==> src/rtl/pt_walk_pkg.sv <==
package pt_walk_pkg;

    localparam int unsigned B_VALID = 0;
    localparam int unsigned B_WR    = 1;
    localparam int unsigned B_USER  = 2;
    localparam int unsigned B_ACC   = 5;
    localparam int unsigned B_DIRTY = 6;
    localparam int unsigned B_HUGE  = 7;

    typedef enum logic [2:0] {
        ST_IDLE,
        ST_DIR_REQ,
        ST_DIR_WAIT,
        ST_LEAF_REQ,
        ST_LEAF_WAIT,
        ST_WB_REQ,
        ST_WB_WAIT,
        ST_DONE
    } walk_state_e;

    typedef enum logic [1:0] {
        FLT_NONE   = 2'd0,
        FLT_ABSENT = 2'd1,
        FLT_WRITE  = 2'd2,
        FLT_USER   = 2'd3
    } fault_e;

endpackage

==> src/rtl/pt_addr_gen.sv <==
module pt_addr_gen #(
    parameter int unsigned ADDR_W = 32,
    parameter int unsigned OFF_W  = 12,
    parameter int unsigned IDX_W  = 10
) (
    input  logic [ADDR_W-OFF_W-1:0] root_frame,
    input  logic [ADDR_W-1:0]       vaddr,
    input  logic [ADDR_W-OFF_W-1:0] resp_frame,
    output logic [ADDR_W-1:0]       dir_addr,
    output logic [ADDR_W-1:0]       leaf_addr,
    output logic [ADDR_W-1:0]       small_pa,
    output logic [ADDR_W-1:0]       big_pa
);
    localparam int unsigned ESZ   = $clog2(ADDR_W / 8);
    localparam int unsigned BIG_W = OFF_W + IDX_W;
    localparam int unsigned TOP_W = ADDR_W - BIG_W;

    logic [IDX_W-1:0] dir_idx;
    logic [IDX_W-1:0] leaf_idx;

    assign dir_idx  = vaddr[ADDR_W-1 -: IDX_W];
    assign leaf_idx = vaddr[BIG_W-1 -: IDX_W];

    // table base is a page frame, entry index scaled by entry size
    assign dir_addr  = {root_frame, {OFF_W{1'b0}}} | (ADDR_W'(dir_idx) << ESZ);
    assign leaf_addr = {resp_frame, {OFF_W{1'b0}}} | (ADDR_W'(leaf_idx) << ESZ);

    assign small_pa = {resp_frame, vaddr[OFF_W-1:0]};
    assign big_pa   = {resp_frame[ADDR_W-OFF_W-1 -: TOP_W], vaddr[BIG_W-1:0]};

endmodule

==> src/rtl/pt_entry_check.sv <==
module pt_entry_check
    import pt_walk_pkg::*;
#(
    parameter int unsigned ADDR_W = 32
) (
    input  logic [ADDR_W-1:0] entry,
    input  logic              at_dir,
    input  logic              is_store,
    input  logic              is_user,
    output fault_e            fault,
    output logic              descend,
    output logic [ADDR_W-1:0] wb_word
);
    always_comb begin
        fault   = FLT_NONE;
        descend = 1'b0;
        if (!entry[B_VALID]) begin
            fault = FLT_ABSENT;
        end else if (at_dir && !entry[B_HUGE]) begin
            descend = 1'b1;
        end else if (is_user && !entry[B_USER]) begin
            fault = FLT_USER;
        end else if (is_store && !entry[B_WR]) begin
            fault = FLT_WRITE;
        end
    end

    always_comb begin
        wb_word        = entry;
        wb_word[B_ACC] = 1'b1;
        if (is_store) begin
            wb_word[B_DIRTY] = 1'b1;
        end
    end

endmodule

==> src/rtl/pt_walker.sv <==
module pt_walker
    import pt_walk_pkg::*;
#(
    parameter int unsigned ADDR_W = 32,
    parameter int unsigned OFF_W  = 12,
    parameter int unsigned IDX_W  = 10,
    parameter logic [ADDR_W-OFF_W-1:0] ROOT_RST = '0
) (
    input  logic                    clk,
    input  logic                    rst_n,
    input  logic                    root_we,
    input  logic [ADDR_W-OFF_W-1:0] root_frame,
    input  logic                    req_valid,
    output logic                    req_ready,
    input  logic [ADDR_W-1:0]       req_vaddr,
    input  logic                    req_store,
    input  logic                    req_user,
    output logic                    mem_req_valid,
    output logic                    mem_req_write,
    output logic [ADDR_W-1:0]       mem_req_addr,
    output logic [ADDR_W-1:0]       mem_req_wdata,
    input  logic                    mem_gnt,
    input  logic                    mem_rsp_valid,
    input  logic [ADDR_W-1:0]       mem_rsp_rdata,
    output logic                    done_valid,
    output logic [ADDR_W-1:0]       done_paddr,
    output logic [1:0]              done_fault
);
    localparam int unsigned FRAME_W = ADDR_W - OFF_W;

    typedef struct packed {
        walk_state_e         st;
        logic [ADDR_W-1:0]   va;
        logic                store;
        logic                user;
        logic [FRAME_W-1:0]  root;
        logic [ADDR_W-1:0]   ea;
        logic [ADDR_W-1:0]   ent;
        logic [ADDR_W-1:0]   pa;
        fault_e              flt;
    } walk_regs_t;

    walk_regs_t r_d, r_q;

    logic [ADDR_W-1:0] va_sel;
    logic [ADDR_W-1:0] dir_addr, leaf_addr, small_pa, big_pa;
    logic [ADDR_W-1:0] wb_word;
    fault_e            chk_fault;
    logic              chk_descend;

    assign va_sel = (r_q.st == ST_IDLE) ? req_vaddr : r_q.va;

    pt_addr_gen #(
        .ADDR_W (ADDR_W),
        .OFF_W  (OFF_W),
        .IDX_W  (IDX_W)
    ) u_addr (
        .root_frame (r_q.root),
        .vaddr      (va_sel),
        .resp_frame (mem_rsp_rdata[ADDR_W-1:OFF_W]),
        .dir_addr   (dir_addr),
        .leaf_addr  (leaf_addr),
        .small_pa   (small_pa),
        .big_pa     (big_pa)
    );

    pt_entry_check #(
        .ADDR_W (ADDR_W)
    ) u_check (
        .entry    (mem_rsp_rdata),
        .at_dir   (r_q.st == ST_DIR_WAIT),
        .is_store (r_q.store),
        .is_user  (r_q.user),
        .fault    (chk_fault),
        .descend  (chk_descend),
        .wb_word  (wb_word)
    );

    always_comb begin
        r_d = r_q;
        unique case (r_q.st)
            ST_IDLE: begin
                if (req_valid) begin
                    r_d.st    = ST_DIR_REQ;
                    r_d.va    = req_vaddr;
                    r_d.store = req_store;
                    r_d.user  = req_user;
                    r_d.ea    = dir_addr;
                    r_d.pa    = '0;
                    r_d.flt   = FLT_NONE;
                end
            end
            ST_DIR_REQ: begin
                if (mem_gnt) r_d.st = ST_DIR_WAIT;
            end
            ST_DIR_WAIT: begin
                if (mem_rsp_valid) begin
                    if (chk_fault != FLT_NONE) begin
                        r_d.flt = chk_fault;
                        r_d.st  = ST_DONE;
                    end else if (chk_descend) begin
                        r_d.ea = leaf_addr;
                        r_d.st = ST_LEAF_REQ;
                    end else begin
                        r_d.pa  = big_pa;
                        r_d.ent = wb_word;
                        r_d.st  = ST_WB_REQ;
                    end
                end
            end
            ST_LEAF_REQ: begin
                if (mem_gnt) r_d.st = ST_LEAF_WAIT;
            end
            ST_LEAF_WAIT: begin
                if (mem_rsp_valid) begin
                    if (chk_fault != FLT_NONE) begin
                        r_d.flt = chk_fault;
                        r_d.st  = ST_DONE;
                    end else begin
                        r_d.pa  = small_pa;
                        r_d.ent = wb_word;
                        r_d.st  = ST_WB_REQ;
                    end
                end
            end
            ST_WB_REQ: begin
                if (mem_gnt) r_d.st = ST_WB_WAIT;
            end
            ST_WB_WAIT: begin
                if (mem_rsp_valid) r_d.st = ST_DONE;
            end
            ST_DONE: begin
                r_d.st = ST_IDLE;
            end
            default: r_d.st = ST_IDLE;
        endcase
        if (root_we) begin
            r_d.root = root_frame;
        end
    end

    always_ff @(posedge clk) begin
        if (!rst_n) begin
            r_q       <= '0;
            r_q.st    <= ST_IDLE;
            r_q.flt   <= FLT_NONE;
            r_q.root  <= ROOT_RST;
        end else begin
            r_q <= r_d;
        end
    end

    assign req_ready     = (r_q.st == ST_IDLE);
    assign mem_req_valid = (r_q.st == ST_DIR_REQ) || (r_q.st == ST_LEAF_REQ) ||
                           (r_q.st == ST_WB_REQ);
    assign mem_req_write = (r_q.st == ST_WB_REQ);
    assign mem_req_addr  = r_q.ea;
    assign mem_req_wdata = r_q.ent;
    assign done_valid    = (r_q.st == ST_DONE);
    assign done_paddr    = r_q.pa;
    assign done_fault    = r_q.flt;

    // Tracks whether the running walk has had a write granted.
    logic wrote_q;
    always_ff @(posedge clk) begin
        if (!rst_n) begin
            wrote_q <= 1'b0;
        end else if (req_valid && req_ready) begin
            wrote_q <= 1'b0;
        end else if (mem_req_valid && mem_req_write && mem_gnt) begin
            wrote_q <= 1'b1;
        end
    end

    a_r12_req_hold: assert property (@(posedge clk) disable iff (!rst_n)
        mem_req_valid && !mem_gnt |=> mem_req_valid && $stable(mem_req_addr) &&
            $stable(mem_req_wdata) && $stable(mem_req_write));

    a_r11_busy_after_accept: assert property (@(posedge clk) disable iff (!rst_n)
        req_valid && req_ready |=> !req_ready);

    a_r10_fault_no_write: assert property (@(posedge clk) disable iff (!rst_n)
        done_valid && (done_fault != 2'd0) |-> !wrote_q && (done_paddr == '0));

    a_r9_success_wrote: assert property (@(posedge clk) disable iff (!rst_n)
        done_valid && (done_fault == 2'd0) |-> wrote_q);

    a_r9_wb_accessed: assert property (@(posedge clk) disable iff (!rst_n)
        mem_req_valid && mem_req_write |-> mem_req_wdata[B_ACC] && mem_req_wdata[B_VALID]);

    a_r11_single_done: assert property (@(posedge clk) disable iff (!rst_n)
        done_valid |=> !done_valid && req_ready);

endmodule

==> config.mk <==
export PLATFORM = sky130hd
export DESIGN_NAME = pt_walker
export DESIGN_NICKNAME = d
export VERILOG_FILES = /design/src/rtl/pt_walk_pkg.sv /design/src/rtl/pt_addr_gen.sv /design/src/rtl/pt_entry_check.sv /design/src/rtl/pt_walker.sv
export SDC_FILE = /design/constraint.sdc
export NUM_CORES = 1
export LEC_CHECK = 0
export BUFFER_PORTS_ARGS = -buffer_cell sky130_fd_sc_hd__buf_4
export CAP_MARGIN = 20
export CORE_MARGIN = 3
export CORE_UTILIZATION = 44
export DETAILED_ROUTE_END_ITERATION = 12
export PLACE_DENSITY = 0.69
export RECOVER_POWER = 100
export SLEW_MARGIN = 10
export SYNTH_ARGS = -nofsm -noshare
export SYNTH_HDL_FRONTEND = slang
export SYNTH_SLANG_ARGS = --single-unit
==> constraint.sdc <==
create_clock -name clk -period 1.96 [get_ports clk]
set_input_delay 0.294 -clock clk [delete_from_list [all_inputs] [get_ports clk]]
set_output_delay 0.294 -clock clk [all_outputs]
set_load 0.01 [all_outputs]
### Word level (Yosys, flattened, before mapping)

Index checks and enable logic that the tools add are counted.
Widths: inputs -> output; s select.

| word-level totals | value |
|---|---|
| register bits after elaboration | 155 |
| output and inout bits | 102 |
| input bits | 92 |

| cells by class | value |
|---|---|
| reduce and logical (&&, ||, !) cells | 19 |
| equal/unequal tests | 18 |
| bitwise gates (word level) | 2 |
| mux-type cells | 31 |

Operators with widths:

| kind | count |
|---|---|
| $mux 64 | 2 |
| $pmux 32 s2 | 2 |
| $pmux 34 s3 | 1 |
| $mux 98 | 1 |
| $mux 32 | 3 |
| $mux 96 | 1 |
| $mux 66 | 1 |
| $or 32x12->32 | 2 |
| $mux 37 | 1 |
| $mux 34 | 1 |
| $mux 3 | 8 |
| $pmux 3 s8 | 1 |
| $ne 2x2->1 const B | 10 |
| $reduce_and 7->1 | 2 |
| $eq 3x3->1 const B | 4 |
| $mux 2 | 6 |
| $eq 3x2->1 const B | 2 |
| $reduce_and 6->1 | 1 |
| $reduce_bool 2->1 | 3 |
| $reduce_and 5->1 | 1 |
| $reduce_and 4->1 | 1 |
| $eq 3x1->1 const B | 1 |
| $logic_and 1x1->1 | 3 |
| $logic_not 1->1 | 3 |
| other kinds (6) | 9 |

### Logic depth before layout (Yosys ltp)

| logic depth | value |
|---|---|
| depth after elaboration | 10 |
| mapped depth | 8 |
| depth with buffers taken out | 4 |

### Modules after synthesis

From an unflattened synthesis, not the netlist that was laid out.

| second synthesis, totals | value |
|---|---|
| cells, all modules | 1,022 |
| area total of the unflattened synthesis | 9,043.7 um^2 |

Modules (own cells, without submodules):

| module | area an instance (um^2) | cells each | instances |
|---|---|---|---|
| pt_walker | 7,780.0 | 853 | 1 |
| pt_addr_gen | 964.7 | 129 | 1 |
| pt_entry_check | 299.0 | 40 | 1 |

### Worst setup path after synthesis

No wires, ideal clock.

| timing path | value |
|---|---|
| kind | flip-flop to flip-flop |
| start point | register r_q[154] (netlist bit) |
| end point | register r_q, in the netlist mem_req_addr[10] |
| data required time | 1.833 ns |
| library setup time | 0.127 ns |
| stages on the path, launching flop included | 8 |
| path slack | 0.177 ns |
| buffers on the path | 3 |
| arrival | 1.656 ns |
| path through | dfxtp_1 -> buf_4 -> buf_2 -> nor3_1 -> buf_4 -> mux2_2 -> mux2i_1 -> o22ai_1 |

| between the ends | value |
|---|---|
| longest elaborated chain between the ends | 7 |

Ends and longest elaborated chain:

| element | line | source |
|---|---|---|
| start: declaration | pt_walker.sv:43 | `walk_regs_t r_d, r_q;` |
| start signal: assignment | pt_walker.sv:149 | `r_q <= r_d;` |
| $logic_not 3->1 * | n/a |  |
| net req_ready | pt_walker.sv:14 | `output logic req_ready,` |
| $mux 32 | pt_walker.sv:51 | `assign va_sel = (r_q.st == ST_IDLE) ? req_vaddr : r_q.va;` |
| $or 32x12->32 | pt_addr_gen.sv:26 | `assign leaf_addr = {resp_frame, {OFF_W{1'b0}}} \| (ADDR_W'(leaf_idx) << ESZ);` |
| $mux 32 | pt_walker.sv:101 | `end else if (chk_descend) begin` |
| $mux 96 | pt_walker.sv:98 | `if (chk_fault != FLT_NONE) begin` |
| $mux 98 | pt_walker.sv:97 | `if (mem_rsp_valid) begin` |
| $pmux 32 s2 | pt_walker.sv:81 | `unique case (r_q.st)` |

The timed path passes the listed nets; every way through them passes the cells marked *. The select of a mux whose other input is x is not followed.
A chain may end at the register's enable or synchronous reset.

### Worst setup path in the final report

| timing path | value |
|---|---|
| start point | register r_q[154] (netlist bit) |
| end point | output req_ready |

| between the ends | value |
|---|---|
| longest elaborated chain between the ends | 1 |

Ends and longest elaborated chain:

| element | line | source |
|---|---|---|
| $logic_not 3->1 | pt_walker.sv:153 | `assign req_ready = (r_q.st == ST_IDLE);` |
| end: declaration | pt_walker.sv:14 |  |

No other way between the ends.

==> flow_summary_export.csv <==
group,metric,value,unit
status,status,"completed",
global_route,grt-ovfl-total,0,
final_layout,fin_area,8240,sq um
clock_network,clk_latency,0.42,ns
place,place_ws,0.110,ns
synthesis,yosysTopAreaCell,"dfxtp_1",
global_route,antenna_found_initial,0,
final_layout,final_common_cell,"dfxtp_1",
clock_network,numCtsBuffers,17,
floorplan,dieWidth,133,um
synthesis,synth_edf_count,0,
place,port_buffers,190,
hold_path,hold_class,"input port to register",
synthesis,ys_top_cells_by_area,"dfxtp_1, mux2i_1, buf_4, nand2_1, a21oi_1",
synthesis,syn_inst,799,
global_route,grt_pass1_wl,28.1,mm
setup_path,r2r_end,"mem_req_addr[27]",
sta,timing.final.hold_violations,0,
place,finalWeightedCongestion,0.853,
drt,ant_nets,0,
pwr,power_frac_clock,30.7,%
setup_path,crit_family,"buffers and inverters",
final_layout,nNetsFinal,976,
setup_path,crit_buf_inv,3,
sta,worst_slack,0.129,ns
synthesis,synth_ff_type,"dfxtp_1",
global_route,grt_pass1_vias,5265,
pwr,p_comb_share,30.8,%
place,dp_hpwl,13.2,mm
pwr,internal_power,0.00655,W
global_route,track_usage,20.0,%
drt,drt-initial-drc-count,291,
floorplan,rows,45,
sta,skew,0.00771,ns
floorplan,core_region_area,15500,sq um
setup_path,reg2regPathDepth,7,
pwr,p_per_area,1190,nW/um^2
pwr,power_frac_seq,38.5,%
sta,period_share,93.4,%
pwr,ir_worst_vdd,757,uV
floorplan,die-area,17800,sq um
clock_network,cts-htree-levels,4,
floorplan,io_pins,194,
synthesis,yosys_warnings,0,
sta,setup_viol_count_final,0,
clock_network,clk_pin_slew,0.06,ns
sta,slew_viol_final,0,
final_layout,layout_common_cells,"dfxtp_1, nand2_1, buf_4, clkbuf_1, mux2i_1",
setup_path,rrSetupSlack,0.14,ns
synthesis,async_flop_share,0,%
drt,drtPass1Iterations,5,
hold_path,hold_depth,3,
setup_path,reg2reg_from,"r_q[154]",
drt,totalWireLength,18.2,mm
final_layout,syn2layout_area_growth,15.6,%
setup_path,cp_max_fo,12,
clock_network,cts_hold_buf,0,
sta,setup_tns,0,ns
pwr,power_leakage,3.27,nW
clock_network,clock-sinks,153,
synthesis,synth_top_area_share,43.0,%
drt,drc_errors,0,
floorplan,initial_core_util,45.9,%
hold_path,hold_path_startpoint,"root_frame[3]",
final_layout,num-fill-cells,1584,
drt,vias_per_cell,5.04,
sta,tightest_slew,1.14,ns
setup_path,critPathSlowestCell,"dfxtp_1",
setup_path,worst_path_most_repeated_cell,"buf_4",
sta,min_period,1.83,ns
flow_run,maxCapViolCount,0,
setup_path,path_cells,"buf_4 > nor3_1 > buf_4 > clkbuf_2",
place,placedInstanceArea,8150,sq um
synthesis,syn_avg_cell_area,8.92,sq um
global_route,grt_max_degree,51,
setup_path,cp.required,1.67,ns
pwr,switching_power,0.00324,W
sta,relSlewSlack,23.8,%
clock_network,cts_buffer_depth,2,
setup_path,start_kind,"register",
setup_path,worstPathArrival,1.54,ns
setup_path,path_class,"register to primary output",
final_layout,antenna_cells,0,
setup_path,critPathMaxStageDelay,0.35,ns
synthesis,yosys.cell_types.count,43,
clock_network,clock-root-buffer,"clkbuf_16",
hold_path,whs_endpoint,"r_q[101]",
final_layout,drive_above_1_share,20.8,%
pwr,totalPowerFinal,0.00979,W
synthesis,yosysSeqAreaShare,43.0,%
drt,vias,5582,
sta,rsz0062_at_grt,"no",
setup_path,worstSetupEndpointType,"primary output",
synthesis,synth.cell_area,7130,sq um
floorplan,fp.dieH,133,um
sta,fmax,546,MHz
drt,wire_per_inst,16.5,um
pwr,switching_share,33.1,%
synthesis,ys_ff_latch,153,
clock_network,tritoncts,"done",
## tightest hold or removal path: cells and delay by family
kind	cells	cell delay [ns]
buffers and inverters	1	0.08
muxes	1	0.05
and+or+nand+nor	1	0.07
## cells in the mapped netlist (11+ instances only)
cell type,count
mux2i_1,82
a21oi_1,61
nand2_1,145
buf_4,104
buf_2,20
clkbuf_1,31
dfxtp_1,153
mux2_2,11
o21ai_0,23
a211oi_2,20
nor2_1,46
nand3_1,21
## layer usage
metal	track usage, %	part of all wire (%)
met5	0	0
met1	25.6	44
met3	6.19	8.0
met2	32.2	47
met4	6.63	1.7
## what timing repair did
item	4_1_cts	5_1_grt
resized for setup	0	1
endpoints found under the setup margin	0	6
buffers inserted	0	0
## area by class of cell
| cell class | instances | area, sq um | share of cell area (%) |
|---|---|---|---|
| sequential | 153 | 3060 | 37.2 |
| multi-input combinational | 487 | 3060 | 37.1 |
| timing repair buffer | 222 | 1310 | 15.9 |
| clock buffer | 19 | 433 | 5.25 |
| tap | 211 | 264 | 3.20 |
| clock inverter | 12 | 105 | 1.28 |
| inverter | 3 | 12.5 | 0.152 |
## state kept, by name (all words and copies together), names as in the netlist
name           cells
r_q               57
done_fault         2
done_paddr        32
mem_req_addr      30
mem_req_wdata     32
## kinds of logic (layout without fill, tap and decap cells)
logic type                count (synthesis)  after routing  synth area share, %
AOI/OAI and AO/OA                       152            152                 15.1
muxes                                    93             93                 13.2
and+or+nand+nor                         239            239                 14.3
DFF                                     153            153                 43.0
xor gates and xnor gates                  1              1                0.123
other                                     1              2               0.0526
buffers and inverters                   160            256                 14.2
## power by group through the flow
stage	registers (W)	logic, W	clock network [W]
3_5_place_dp	0.00384	0.00336	0
2_1_floorplan	0.00376	0.00249	0
6_report	0.00377	0.00302	0.00301
4_1_cts	0.00378	0.00337	0.00308
3_3_place_gp	0.00383	0.00332	0
5_1_grt	0.00382	0.00328	0.00322
## through the flow
| step | util [%] | hold slack, ns | cells |
|---|---|---|---|
| after floorplan | - | 0.430 | 800 |
| after global placement | 52.4 | 0.439 | 1076 |
| after detailed placement | 52.4 | 0.445 | 1076 |
| after CTS | 55.9 | 0.0950 | 1107 |
| after global routing | 53.0 | 0.107 | 1107 |
| final | 53.0 | 0.111 | 1107 |
## how the worst max path moves through the flow
| stage | slack, ns | cells after the start | end | startpoint |
|---|---|---|---|---|
| global placement | 0.12 | 5 | mem_req_wdata[22] | mem_rsp_rdata[2] |
| finish | 0.13 | 4 | req_ready | r_q[154] |
| detailed placement | 0.11 | 5 | mem_req_wdata[28] | mem_rsp_rdata[2] |
| CTS | 0.12 | 4 | req_ready | r_q[154] |
| floorplan | 0.18 | 7 | mem_req_addr[10] | r_q[154] |
| global route | 0.02 | 4 | req_ready | r_q[154] |
Note: power is estimated with default switching activity, not from simulation.
